### src/rtl/ocd_pkg.sv
package ocd_pkg;

  // Clamp a requested window length into the legal range.
  function automatic int clamp_len(input int req, input int lo, input int hi);
    if (req < lo) return lo;
    if (req > hi) return hi;
    return req;
  endfunction

  // Next zero count: add the arriving bit if it is zero, drop the departing bit if it was zero.
  function automatic int zero_step(input int cnt, input logic arriving, input logic departing);
    int n;
    n = cnt;
    if (!arriving)  n = n + 1;
    if (!departing) n = n - 1;
    return n;
  endfunction

  // Limit test: over the top or under the bottom.
  function automatic logic above(input int cnt, input int lim);
    return cnt > lim;
  endfunction

  function automatic logic below(input int cnt, input int lim);
    return cnt < lim;
  endfunction

endpackage

### src/rtl/ocd_window.sv
module ocd_window #(
  parameter int MAX_WIN = 32,
  parameter int LEN_W   = 6,
  parameter int CNT_W   = 6
) (
  input  logic             clk,
  input  logic             rst_n,
  input  logic             ce,
  input  logic             din,
  input  logic             restart,
  input  logic [LEN_W-1:0] len,
  output logic [CNT_W-1:0] zcnt
);
  import ocd_pkg::*;

  logic [MAX_WIN-1:0] hist;
  logic [MAX_WIN-1:0] taps;
  logic               departing;

  // One tap per history position; only the one at the window edge is live.
  for (genvar k = 0; k < MAX_WIN; k++) begin : g_tap
    assign taps[k] = (len == LEN_W'(k + 1)) & hist[k];
  end
  // An empty-window default of ones means a missing tap counts as "not a zero".
  assign departing = |taps | (len == '0);

  always_ff @(posedge clk or negedge rst_n) begin
    if (!rst_n) begin
      hist <= '1;
      zcnt <= '0;
    end else if (restart) begin
      hist <= '1;
      zcnt <= '0;
    end else if (ce) begin
      hist <= {hist[MAX_WIN-2:0], din};
      zcnt <= CNT_W'(zero_step(int'(zcnt), din, departing));
    end
  end

endmodule

### src/rtl/ocd_warmup.sv
module ocd_warmup #(
  parameter int WARMUP = 32,
  parameter int WARM_W = 6
) (
  input  logic clk,
  input  logic rst_n,
  input  logic ce,
  input  logic restart,
  output logic armed
);
  logic [WARM_W-1:0] cnt;

  assign armed = (cnt == WARM_W'(WARMUP));

  always_ff @(posedge clk or negedge rst_n) begin
    if (!rst_n)       cnt <= '0;
    else if (restart) cnt <= '0;
    else if (ce && !armed) cnt <= cnt + 1'b1;
  end

endmodule

### src/rtl/ocd_trip.sv
module ocd_trip (
  input  logic clk,
  input  logic rst_n,
  input  logic err_hi,
  input  logic err_lo,
  input  logic clr,
  output logic cause_hi,
  output logic cause_lo,
  output logic trip_sts
);
  logic err_any;
  assign err_any = err_hi | err_lo;

  always_ff @(posedge clk or negedge rst_n) begin
    if (!rst_n) begin
      cause_hi <= 1'b0;
      cause_lo <= 1'b0;
      trip_sts <= 1'b0;
    end else if (err_any) begin
      cause_hi <= cause_hi | err_hi;
      cause_lo <= cause_lo | err_lo;
      trip_sts <= 1'b1;
    end else if (clr) begin
      cause_hi <= 1'b0;
      cause_lo <= 1'b0;
      trip_sts <= 1'b0;
    end
  end

endmodule

### src/rtl/sdm_fast_ocd.sv
module sdm_fast_ocd #(
  parameter int MIN_WIN = 4,
  parameter int MAX_WIN = 32,
  parameter int WARMUP  = 32,
  localparam int LEN_W  = $clog2(MAX_WIN + 1),
  localparam int CNT_W  = $clog2(MAX_WIN + 1),
  localparam int WARM_W = $clog2(WARMUP + 1)
) (
  input  logic             clk,
  input  logic             rst_n,
  input  logic             enable,
  input  logic             mod_ce,
  input  logic             mod_bit,
  input  logic [LEN_W-1:0] win_len,
  input  logic [CNT_W-1:0] zero_max,
  input  logic [CNT_W-1:0] zero_min,
  input  logic             trip_clr,
  output logic             cause_high,
  output logic             cause_low,
  output logic             trip_status,
  output logic             trip_out
);
  import ocd_pkg::*;

  // Named internal events, brought out for the checker.
  logic [LEN_W-1:0] len_c;
  logic [LEN_W-1:0] len_q;
  logic             restart;
  logic             armed;
  logic [CNT_W-1:0] zcnt;
  logic             err_hi;
  logic             err_lo;

  assign len_c   = LEN_W'(clamp_len(int'(win_len), MIN_WIN, MAX_WIN));
  assign restart = !enable || (len_c != len_q);

  always_ff @(posedge clk or negedge rst_n) begin
    if (!rst_n) len_q <= LEN_W'(MIN_WIN);
    else        len_q <= len_c;
  end

  ocd_window #(.MAX_WIN(MAX_WIN), .LEN_W(LEN_W), .CNT_W(CNT_W)) u_win (
    .clk(clk), .rst_n(rst_n), .ce(mod_ce), .din(mod_bit),
    .restart(restart), .len(len_q), .zcnt(zcnt)
  );

  ocd_warmup #(.WARMUP(WARMUP), .WARM_W(WARM_W)) u_warm (
    .clk(clk), .rst_n(rst_n), .ce(mod_ce), .restart(restart), .armed(armed)
  );

  assign err_hi = armed && !restart && above(int'(zcnt), int'(zero_max));
  assign err_lo = armed && !restart && below(int'(zcnt), int'(zero_min));

  ocd_trip u_trip (
    .clk(clk), .rst_n(rst_n), .err_hi(err_hi), .err_lo(err_lo), .clr(trip_clr),
    .cause_hi(cause_high), .cause_lo(cause_low), .trip_sts(trip_status)
  );

  assign trip_out = trip_status;

endmodule

### config.mk
export PLATFORM = sky130hd
export DESIGN_NAME = sdm_fast_ocd
export DESIGN_NICKNAME = d
export VERILOG_FILES = /design/src/rtl/ocd_pkg.sv /design/src/rtl/ocd_window.sv /design/src/rtl/ocd_warmup.sv /design/src/rtl/ocd_trip.sv /design/src/rtl/sdm_fast_ocd.sv
export SDC_FILE = /design/constraint.sdc
export NUM_CORES = 1
export LEC_CHECK = 0
export ABC_AREA = 0
export BUFFER_PORTS_ARGS = -buffer_cell sky130_fd_sc_hd__buf_4
export CORE_MARGIN = 5
export CORE_UTILIZATION = 40
export DETAILED_ROUTE_END_ITERATION = 10
export GPL_TIMING_DRIVEN = 1
export SLEW_MARGIN = 20
export SYNTH_ARGS = -nofsm -noshare
export SYNTH_HDL_FRONTEND = slang
export SYNTH_SLANG_ARGS = --single-unit
### constraint.sdc
create_clock -name clk -period 2.5 [get_ports clk]
set_input_delay 0.5 -clock clk [delete_from_list [all_inputs] [get_ports clk]]
set_output_delay 0.5 -clock clk [all_outputs]
set_load 0.05 [all_outputs]
[Word-level counts from Yosys, hierarchy flattened]
Index checks and enable logic that the tools add are counted.
Word-level totals
  bits in registers: 53
  input bits: 24
  output and inout port bits: 4
  word-level logic and storage cells: 118
Operators by class
  add/sub/neg operators: 3
  magnitude comparators: 4
  equality and inequality tests: 34
  muxes and demuxes: 21
  bitwise logic cells: 36
  reductions and logical operators: 13
Operators by type and width (count)
  $eq 6x5->1 const B: 16
  $mux 6: 11
  $mux 32: 2
  $eq 6x4->1 const B: 8
  $and 1x1->1: 32
  $reduce_or 32->1: 1
  $eq 6x3->1 const B: 4
  $add 6x1->6 const B: 2
  $eq 6x2->1 const B: 2
  $eq 6x6->1 const B: 2
  $mux 1: 7
  $eq 6x1->1 const B: 1
  $gt 6x6->1: 1
  $gt 6x6->1 const B: 1
  $logic_not 6->1: 1
  $lt 6x3->1 const B: 1
  $lt 6x6->1: 1
  $ne 6x6->1: 1
  $reduce_bool 2->1: 3
  $sub 6x2->6 const B: 1
  $logic_and 1x1->1: 4
  $or 1x1->1: 4
  $logic_not 1->1: 3
  $mux 3: 1
  $logic_or 1x1->1: 1

[Logic depth before layout (Yosys ltp)]
Gate-level depths: netlist (run 1).
  word-level depth: 12
  mapped depth: 11
  mapped depth without buffers: 11

[By module]
Synthesis (run 1) repeated with hierarchy kept, for this count alone.
Second synthesis, totals
  cells, all modules: 376
  area, all modules: 3522.1 µm²
By module, submodules not included
  ocd_window: instances 1, cells an instance 245, area an instance 2388.5 µm², sequential area each 991.0 µm²
  sdm_fast_ocd: instances 1, cells an instance 81, area an instance 635.6 µm², sequential area each 151.4 µm²
  ocd_warmup: instances 1, cells an instance 40, area an instance 382.9 µm², sequential area each 150.1 µm²
  ocd_trip: instances 1, cells an instance 10, area an instance 115.1 µm², sequential area each 75.1 µm²

[Worst setup path after synthesis (run 1)]
OpenSTA, ideal clock, no wires.
  kind: register to register
  from: register len_q[3]
  to: register u_win.zcnt[4]
  setup time: 0.078 ns
  arrival time: 2.462 ns
  data required time: 2.422 ns
  setup slack: -0.040 ns
  cell stages (with the launch flop): 11
  buffers on the path: 1
  clock period less this slack: 2.540 ns
  cell sequence: dfrtp_1 buf_6 mux2_4 and3_4 a2111oi_2 o311ai_1 o221ai_4 a21oi_2 o31a_1 or3_1 a21oi_1
Between the ends
  longest elaborated chain between the ends: 7
  elaborated cells on any way between the ends: 73
  those cells by class: eq/ne (33); mux (3); bitwise (33); reduce/logical (4)
Ends and longest elaborated chain
  start, declared: RTL line sdm_fast_ocd.sv:27  | logic [LEN_W-1:0] len_q;
  start signal, assigned: RTL line sdm_fast_ocd.sv:38  | if (!rst_n) len_q <= LEN_W'(MIN_WIN);
  start signal, assigned: RTL line sdm_fast_ocd.sv:39  | else len_q <= len_c;
  $eq 6x1->1, or another cell as far along: RTL line ocd_window.sv:22  | assign taps[k] = (len == LEN_W'(k + 1)) & hist[k];
  $and 1x1->1: RTL line ocd_window.sv:22
  $reduce_or 32->1: RTL line ocd_window.sv:25  | assign departing = |taps | (len == '0);
  $or 1x1->1: RTL line ocd_window.sv:25
  $mux 6: RTL line ocd_pkg.sv:15  | if (!departing) n = n - 1;
  $mux 6: RTL line ocd_window.sv:34  | end else if (ce) begin
  $mux 6: RTL line ocd_window.sv:31  | end else if (restart) begin
  end signal, assigned: RTL line ocd_window.sv:36  | zcnt <= CNT_W'(zero_step(int'(zcnt), din, departing));
  end, declared: RTL line ocd_window.sv:12  | output logic [CNT_W-1:0] zcnt
Parallel ways exist; a longest one is shown, timed or not. The select of a mux whose other input is x is not followed.
A chain may end at the register's enable or synchronous reset.

[Worst setup path after layout (run 1)]
Same ends and word-level chain as after synthesis.

==> results_tabular.tex, run 1 <==
\begin{tabular}{lr}
\hline
Metric & Value \\
\hline
\multicolumn{2}{l}{\textbf{Global routing}} \\
Global-route wire length before repair & 11.3 mm \\
Remaining global-route overflow & 0 \\
Vias in the first global route & 2,421 \\
All-layer global routing usage & 13.7\% \\
Largest net degree at the start of global routing & 54 \\
Number of antenna violations at the first check in global routing & 0 \\
\multicolumn{2}{l}{\textbf{Job}} \\
Total of max-cap violations & 0 \\
\multicolumn{2}{l}{\textbf{Pwr}} \\
Maximum vdd drop & 0.000248 V \\
Power Density & 454 nW/um\^{}2 \\
Leak pwr & 1.76 nW \\
\multicolumn{2}{l}{\textbf{Die}} \\
Standard cell core area & 7810 um\^{}2 \\
Die area & 9970 um\^{}2 \\
Chip Height & 99.9 um \\
Placement row count & 32 \\
Initial standard-cell utilization of the core & 41.4\% \\
Die boundary width & 99.9 um \\
Number of top-level design ports & 28 \\
\multicolumn{2}{l}{\textbf{Cells and area}} \\
Total inserted antenna cells & 0 \\
Layout Nets & 411 \\
Leading cell type in the layout, fill and taps excluded & nand2\_1 \\
Final Util & 49.3\% \\
Proportion of layout cells with a drive suffix above 1 & 29.8\% \\
Highest-count cells in the layout ignoring fill and taps & 54 x nand2\_1, 53 x buf\_4, 43 x mux2i\_1 \\
Synthesis-to-finish area growth & 19.1\% \\
\multicolumn{2}{l}{\textbf{Clocking}} \\
Number of sinks handled by clock tree synthesis & 53 \\
Clock Tree Root & clkbuf\_8 \\
Quantity of hold-fixing buffers added after cts & 0 \\
Clock tree from TritonCTS & done \\
Largest buffer count on any clock path & 2 \\
H-tree depth & 2 \\
Clock network latency to the later pin of the worst-skew pair & 0.30 ns \\
TritonCTS buffer count & 5 \\
Reg clk slew, reported paths & 0.10 ns \\
\multicolumn{2}{l}{\textbf{Timing}} \\
Tcrit/Tclk final & 99.8\% \\
Total count of max-transition violations in the final report & 0 \\
Endpoints failing setup & 0 \\
Clock period minus final worst setup slack & 2.50 ns \\
Setup skew after layout & 0.00825 ns \\
Sum of negative setup slack & 0 ns \\
Headroom to the max-slew limit & 56.1\% \\
Fmax achieved & 401 MHz \\
Final Hold Vio Count & 0 \\
Slew at the pin closest to its max-slew limit & 0.659 ns \\
Unrepaired setup endpoints after global routing & true \\
\multicolumn{2}{l}{\textbf{Placement}} \\
Final Wtd Congestion & 0.897 \\
I/O Buffers & 27 \\
Half-perimeter wire length after placement & 4.85 mm \\
\multicolumn{2}{l}{\textbf{Routing}} \\
Number of detailed-routing iterations run before antenna repair & 4 \\
Number of nets with antenna violations after detailed routing & 0 \\
Detailed-route wire length per cell & 13.7 um \\
Iteration-0 DRC Markers & 54 \\
Routed via count & 2,462 \\
Residual DRC count & 0 \\
Vias per cell & 5.18 \\
Total wire length & 6.53 mm \\
\multicolumn{2}{l}{\textbf{Outcome}} \\
Outcome & completed \\
\multicolumn{2}{l}{\textbf{Worst setup path}} \\
Critical path's top delay family & compound AO/OA/AOI/OAI gates \\
CP Launch Type & flop \\
Category of the critical setup timing path & flop to flop \\
Data arrival time of the critical path & 2.73 ns \\
Max stage delay cell, worst path & dfrtp\_1 \\
Data required time at the worst endpoint & 2.73 ns \\
Worst Path Buf+Inv & 0 \\
Highest fanout seen on the critical path & 5 \\
CP max stage delay & 0.42 ns \\
Series of cell instances along the critical path & mux2\_4 -> and3\_4 -> a2111oi\_4 -> o311ai\_2 -> o221ai\_4 -> a21oi\_2 -> o31a\_1 -> or3\_1 -> a21oi\_1 \\
Critical Path Sink Type & flop \\
Register-to-register setup slack & 0.004 ns \\
\multicolumn{2}{l}{\textbf{Yosys}} \\
Post-synthesis sequential area ratio & 42.3\% \\
Number of enable flip-flop cells after synthesis & 0 \\
Distinct cell type count after synthesis & 53 \\
Register bit total from synthesis & 53 \\
Post-Syn Nets & 370 \\
Mean Syn Cell Area & 9.76 um\^{}2 \\
Share of flip-flops with an asynchronous set or reset & 100\% \\
Synthesized instance count & 331 \\
Synth warnings & 0 \\
Primary FF master, synth & dfstp\_2 \\
Synth Cell Area & 3230 um\^{}2 \\
\multicolumn{2}{l}{\textbf{Worst hold path}} \\
Classification of the worst-slack hold path & primary input to asynchronous set/reset pin \\
\hline
\end{tabular}
flip-flops by register name, indices dropped and copies added (netlist names):
signal / flops
len_q: 6
u_trip.cause_hi: 1
u_trip.cause_lo: 1
u_trip.trip_sts: 1
u_warm.cnt: 6
u_win.hist: 32
u_win.zcnt: 6
per-layer routing:
metal | track usage, % | routed length, um | vias to the layer above
li1 | - | - | 1220
met1 | 17.8 | 3120 | 1189
met2 | 23.4 | 3070 | 40
met3 | 2.78 | 219 | 13
met4 | 3.36 | 109 | 0
met5 | 0 | 0 | -
cell type report:
| class | count | area (um^2) |
|---|---|---|
| repair buffers | 55 | 420 |
| inverters | 20 | 75.1 |
| fillers | 737 | 3960 |
| clock buffers | 6 | 82.6 |
| well taps | 102 | 128 |
| multi-input cells | 237 | 1740 |
| flip-flops and latches | 53 | 1370 |
| clock inverters | 2 | 36.3 |
cells by family after synthesis:
logic type / Yosys count / share of synthesized area, %
flops: 53 / 42.3
xor+xnor: 15 / 4.07
compound gates: 42 / 9.64
buf+inv: 41 / 5.34
mux: 48 / 15.5
fa+ha+maj: 15 / 5.81
simple gates: 117 / 17.3
worst reg2reg max path, delay by kind of cell (launching register included):
family	cells	cell delay (ns)
AOI/OAI and AO/OA	6	1.20
DFF	1	0.42
muxes	1	0.31
and+or+nand+nor	2	0.48
synth_stat cells (7+ instances only):
master	count	share of area, %
dfrtp_1	20	15
inv_1	20	2.3
a21oi_1	7	1.1
clkbuf_1	11	1.3
nor2b_1	8	1.5
xnor2_1	7	1.9
xor2_1	8	2.2
dfstp_2	33	27
nand2_1	54	6.3
mux2i_1	44	14
o21ai_0	8	1.2
ha_1	15	5.8
nor2_1	22	2.6
per-stage QoR:
step | instances | hold slack (ns) | power, mW | setup WS [ns] | cell area, um^2
2_1_floorplan | 331 | 0.204 | 1.05 | 0.00450 | 3250
3_3_place_gp | 466 | 0.493 | 1.15 | 0.0418 | 3690
3_5_place_dp | 466 | 0.494 | 1.15 | -0.0159 | 3690
4_1_cts | 474 | 0.246 | 1.77 | 0.0145 | 3820
5_1_grt | 475 | 0.272 | 1.84 | -0.0959 | 3850
6_report | 475 | 0.225 | 1.75 | 0.00440 | 3850
final timing paths:
check                           startpoint  depth (start not counted)         endpoint
min in group clk                win_len[5]                          1         len_q[5]
setup reg to reg                  len_q[3]                          9    u_win.zcnt[4]
hold reg to reg            u_trip.cause_hi                          1  u_trip.cause_hi
max in group asynchronous            rst_n                          1         len_q[3]
setup / recovery                  len_q[3]                          9    u_win.zcnt[4]
hold / removal                       rst_n                          1    u_warm.cnt[4]
timing repair:
item | CTS | global route
setup buffers | 0 | 1
resized for setup | 2 | 4
endpoints found under the setup margin | 2 | 4
pin swaps | 0 | 2
power by group:
part | leakage [nW] | internal, mW | switching, mW
logic | 1.07 | 0.134 | 0.132
registers | 0.620 | 0.867 | 0.0102
clock network | 0.0617 | 0.327 | 0.278
total | 1.76 | 1.33 | 0.420
Power figures use the tool's default switching activity.
==> inputs of run 2 (changes only) <==
==> constraint.sdc (replaced) <==
create_clock -name clk -period 2.9 [get_ports clk]
set_input_delay 0.58 -clock clk [delete_from_list [all_inputs] [get_ports clk]]
set_output_delay 0.58 -clock clk [all_outputs]
set_load 0.05 [all_outputs]
==> run 2 against run 1 <==
Compared with the run above:
- core utilization is 2.7 points lower
- global-route usage is 0.49 points lower
- first-iteration DRC count is 17% higher
- die area stayed put
- critical endpoint unchanged
- largest power group unchanged
- highest routed layer unchanged
==> results_tabular.tex, run 2 (same netlist as run 1, synthesis figures left out) <==
\begin{tabular}{lr}
\hline
Metric & Value \\
\hline
\multicolumn{2}{l}{\textbf{Clocking}} \\
Clock network latency to the later pin of the worst-skew pair & 0.31 ns (about the same) \\
H-tree depth & 2 (unchanged) \\
Quantity of hold-fixing buffers added after cts & 0 (unchanged) \\
Reg clk slew, reported paths & 0.10 ns (about the same) \\
Number of sinks handled by clock tree synthesis & 53 (unchanged) \\
Clock Tree Root & clkbuf\_8 \\
Clock tree from TritonCTS & done \\
Largest buffer count on any clock path & 2 (unchanged) \\
TritonCTS buffer count & 5 (unchanged) \\
\multicolumn{2}{l}{\textbf{Cells and area}} \\
Layout Nets & 390 (-5.1\%) \\
Synthesis-to-finish area growth & 12.5\% \\
Flip-flop count of the largest register, all copies and words added & 32 (unchanged) \\
Final Util & 46.5\% (-2.7 points) \\
Leading cell type in the layout, fill and taps excluded & nand2\_1 \\
Total inserted antenna cells & 0 (unchanged) \\
Proportion of layout cells with a drive suffix above 1 & 25.0\% (-4.8 points) \\
Filler Cell Count & 787 (+6.8\%) \\
Top register by number of flip-flops & u\_win.hist \\
Final Non-Filler Cells & 454 (-4.4\%) \\
Highest-count cells in the layout ignoring fill and taps & 54 x nand2\_1, 44 x mux2i\_1, 33 x buf\_4, 33 x dfstp\_2, 22 x nor2\_1 \\
\multicolumn{2}{l}{\textbf{Routing}} \\
Routed via count & 2,347 (-4.7\%) \\
Residual DRC count & 0 (unchanged) \\
Total wire length & 6.34 mm (-2.9\%) \\
Vias per cell & 5.17 (-0.26\%) \\
Iteration-0 DRC Markers & 63 (+17\%) \\
Number of nets with antenna violations after detailed routing & 0 (unchanged) \\
Detailed-route wire length per cell & 14.0 um (+1.6\%) \\
Number of detailed-routing iterations run before antenna repair & 4 (unchanged) \\
\multicolumn{2}{l}{\textbf{Timing}} \\
Sum of negative setup slack & 0 ns (unchanged) \\
Total count of max-transition violations in the final report & 0 (unchanged) \\
Headroom to the max-slew limit & 55.5\% (-0.59 points) \\
Slew at the pin closest to its max-slew limit & 0.668 ns (+0.00885 ns) \\
Hold WS & 0.306 ns (+0.0809 ns) \\
Clock period minus final worst setup slack & 2.64 ns (+0.140 ns) \\
Setup skew after layout & 0.0113 ns (+0.00306 ns) \\
Fmax achieved & 379 MHz (-5.3\%) \\
Unrepaired setup endpoints after global routing & false \\
Final Hold Vio Count & 0 (unchanged) \\
Endpoints failing setup & 0 (unchanged) \\
Tcrit/Tclk final & 90.9\% (-8.9 points) \\
\multicolumn{2}{l}{\textbf{Pwr}} \\
Power Density & 379 nW/um\^{}2 (-17\%) \\
Maximum vdd drop & 0.000346 V (+40\%) \\
Share of power burned in registers & 55.3\% (+5.1 points) \\
P\_sw & 0.366 mW (-13\%) \\
Internal Power & 1.01 mW (-24\%) \\
Sw frac & 26.6\% (+2.6 points) \\
Portion of total power attributed to the clock network & 30.7\% (-3.9 points) \\
Logic gate share of total power & 14.0\% (-1.2 points) \\
Leak pwr & 1.62 nW (-7.8\%) \\
\multicolumn{2}{l}{\textbf{Global routing}} \\
Vias in the first global route & 2,288 (-5.5\%) \\
Global-route wire length before repair & 11.0 mm (-3.1\%) \\
All-layer global routing usage & 13.2\% (-0.49 points) \\
Remaining global-route overflow & 0 (unchanged) \\
Number of antenna violations at the first check in global routing & 0 (unchanged) \\
Largest net degree at the start of global routing & 54 (unchanged) \\
\multicolumn{2}{l}{\textbf{Die}} \\
Initial standard-cell utilization of the core & 41.4\% (unchanged) \\
Standard cell core area & 7810 um\^{}2 (unchanged) \\
Die area & 9970 um\^{}2 (unchanged) \\
Number of top-level design ports & 28 (unchanged) \\
Die boundary width & 99.9 um (unchanged) \\
Chip Height & 99.9 um (unchanged) \\
Placement row count & 32 (unchanged) \\
\multicolumn{2}{l}{\textbf{Placement}} \\
Dpl cells & 445 (-4.5\%) \\
Final Wtd Congestion & 0.753 (-16\%) \\
I/O Buffers & 27 (unchanged) \\
Half-perimeter wire length after placement & 4.61 mm (-5.0\%) \\
\multicolumn{2}{l}{\textbf{Worst setup path}} \\
Data arrival time of the critical path & 2.88 ns (+0.15 ns) \\
Data required time at the worst endpoint & 3.14 ns (+0.41 ns) \\
CP Launch Type & flop \\
Category of the critical setup timing path & flop to flop \\
Critical Path Sink Type & flop \\
Highest fanout seen on the critical path & 14 (+9) \\
\multicolumn{2}{l}{\textbf{Worst hold path}} \\
Classification of the worst-slack hold path & primary input to asynchronous set/reset pin \\
\multicolumn{2}{l}{\textbf{Job}} \\
Total of max-cap violations & 0 (unchanged) \\
\multicolumn{2}{l}{\textbf{Outcome}} \\
Outcome & completed \\
\hline
\end{tabular}
[run 2: cell count changes in the layout (fill, tap and decap cells not counted), sizes merged]
cell      previous run  this run
buf                 55        34
clkinvlp             0         1
bufinv               1         0
clkbuf               6         5
clkinv               0         1
[run 2: final cells by class]
cell class / count / area (um^2) / share of cell area (%)
tap: 102 / 128 / 3.51
clock inverter: 3 / 21.3 / 0.585
timing repair buffer: 34 / 268 / 7.37
clock buffer: 5 / 68.8 / 1.89
sequential: 53 / 1370 / 37.7
inverter: 20 / 75.1 / 2.07
multi-input combinational: 237 / 1700 / 46.9
[run 2: metrics by stage]
step	setup slack [ns]	total power, mW	area (um^2)
global route	0.0652	1.45	3630
finish	0.264	1.38	3630
CTS	0.169	1.40	3620
detailed placement	0.219	0.964	3530
global placement	0.288	0.961	3530
floorplan	0.360	0.899	3230
[run 2: final timing paths]
kind / from / to / slack (ns) / depth (start not counted)
setup / recovery: len_q[2] / u_win.zcnt[4] / 0.26 / 9
max in group asynchronous: rst_n / len_q[1] / 2.13 / 1
min in group clk: win_len[5] / len_q[5] / 0.42 / 1
hold / removal: rst_n / len_q[4] / 0.31 / 1
setup reg to reg: len_q[2] / u_win.zcnt[4] / 0.26 / 9
hold reg to reg: u_trip.cause_hi / u_trip.cause_hi / 0.52 / 1
[run 2: routing by layer]
metal | track usage (%) | vias up | part of all wire [%]
met5 | 0 | - | 0
met4 | 3.68 | 0 | 2.0
met3 | 2.85 | 10 | 3.7
met2 | 21.2 | 29 | 46
met1 | 18.0 | 1130 | 48
li1 | - | 1178 | -
[run 2: timing repair]
item	in CTS	in global routing
gates resized for setup	0	3
endpoints found under the setup margin	0	2
buffers inserted	0	1
[run 2: power by group through the flow]
stage | Sequential, mW | Clock [mW] | Combinational (mW)
global placement | 0.773 | 0 | 0.188
CTS | 0.761 | 0.444 | 0.191
floorplan | 0.763 | 0 | 0.136
detailed placement | 0.773 | 0 | 0.191
global route | 0.764 | 0.475 | 0.216
finish | 0.762 | 0.423 | 0.193
[run 2: critical path, cell delays in order, from the launching register on]
cell and delay, ns:
dfstp_2 0.69, nor2b_1 0.31, a21oi_1 0.12, o41ai_1 0.25, buf_4 0.18, o221ai_4 0.13, and3_1 0.20, o31a_1 0.24
or3_1 0.31, a21oi_1 0.14
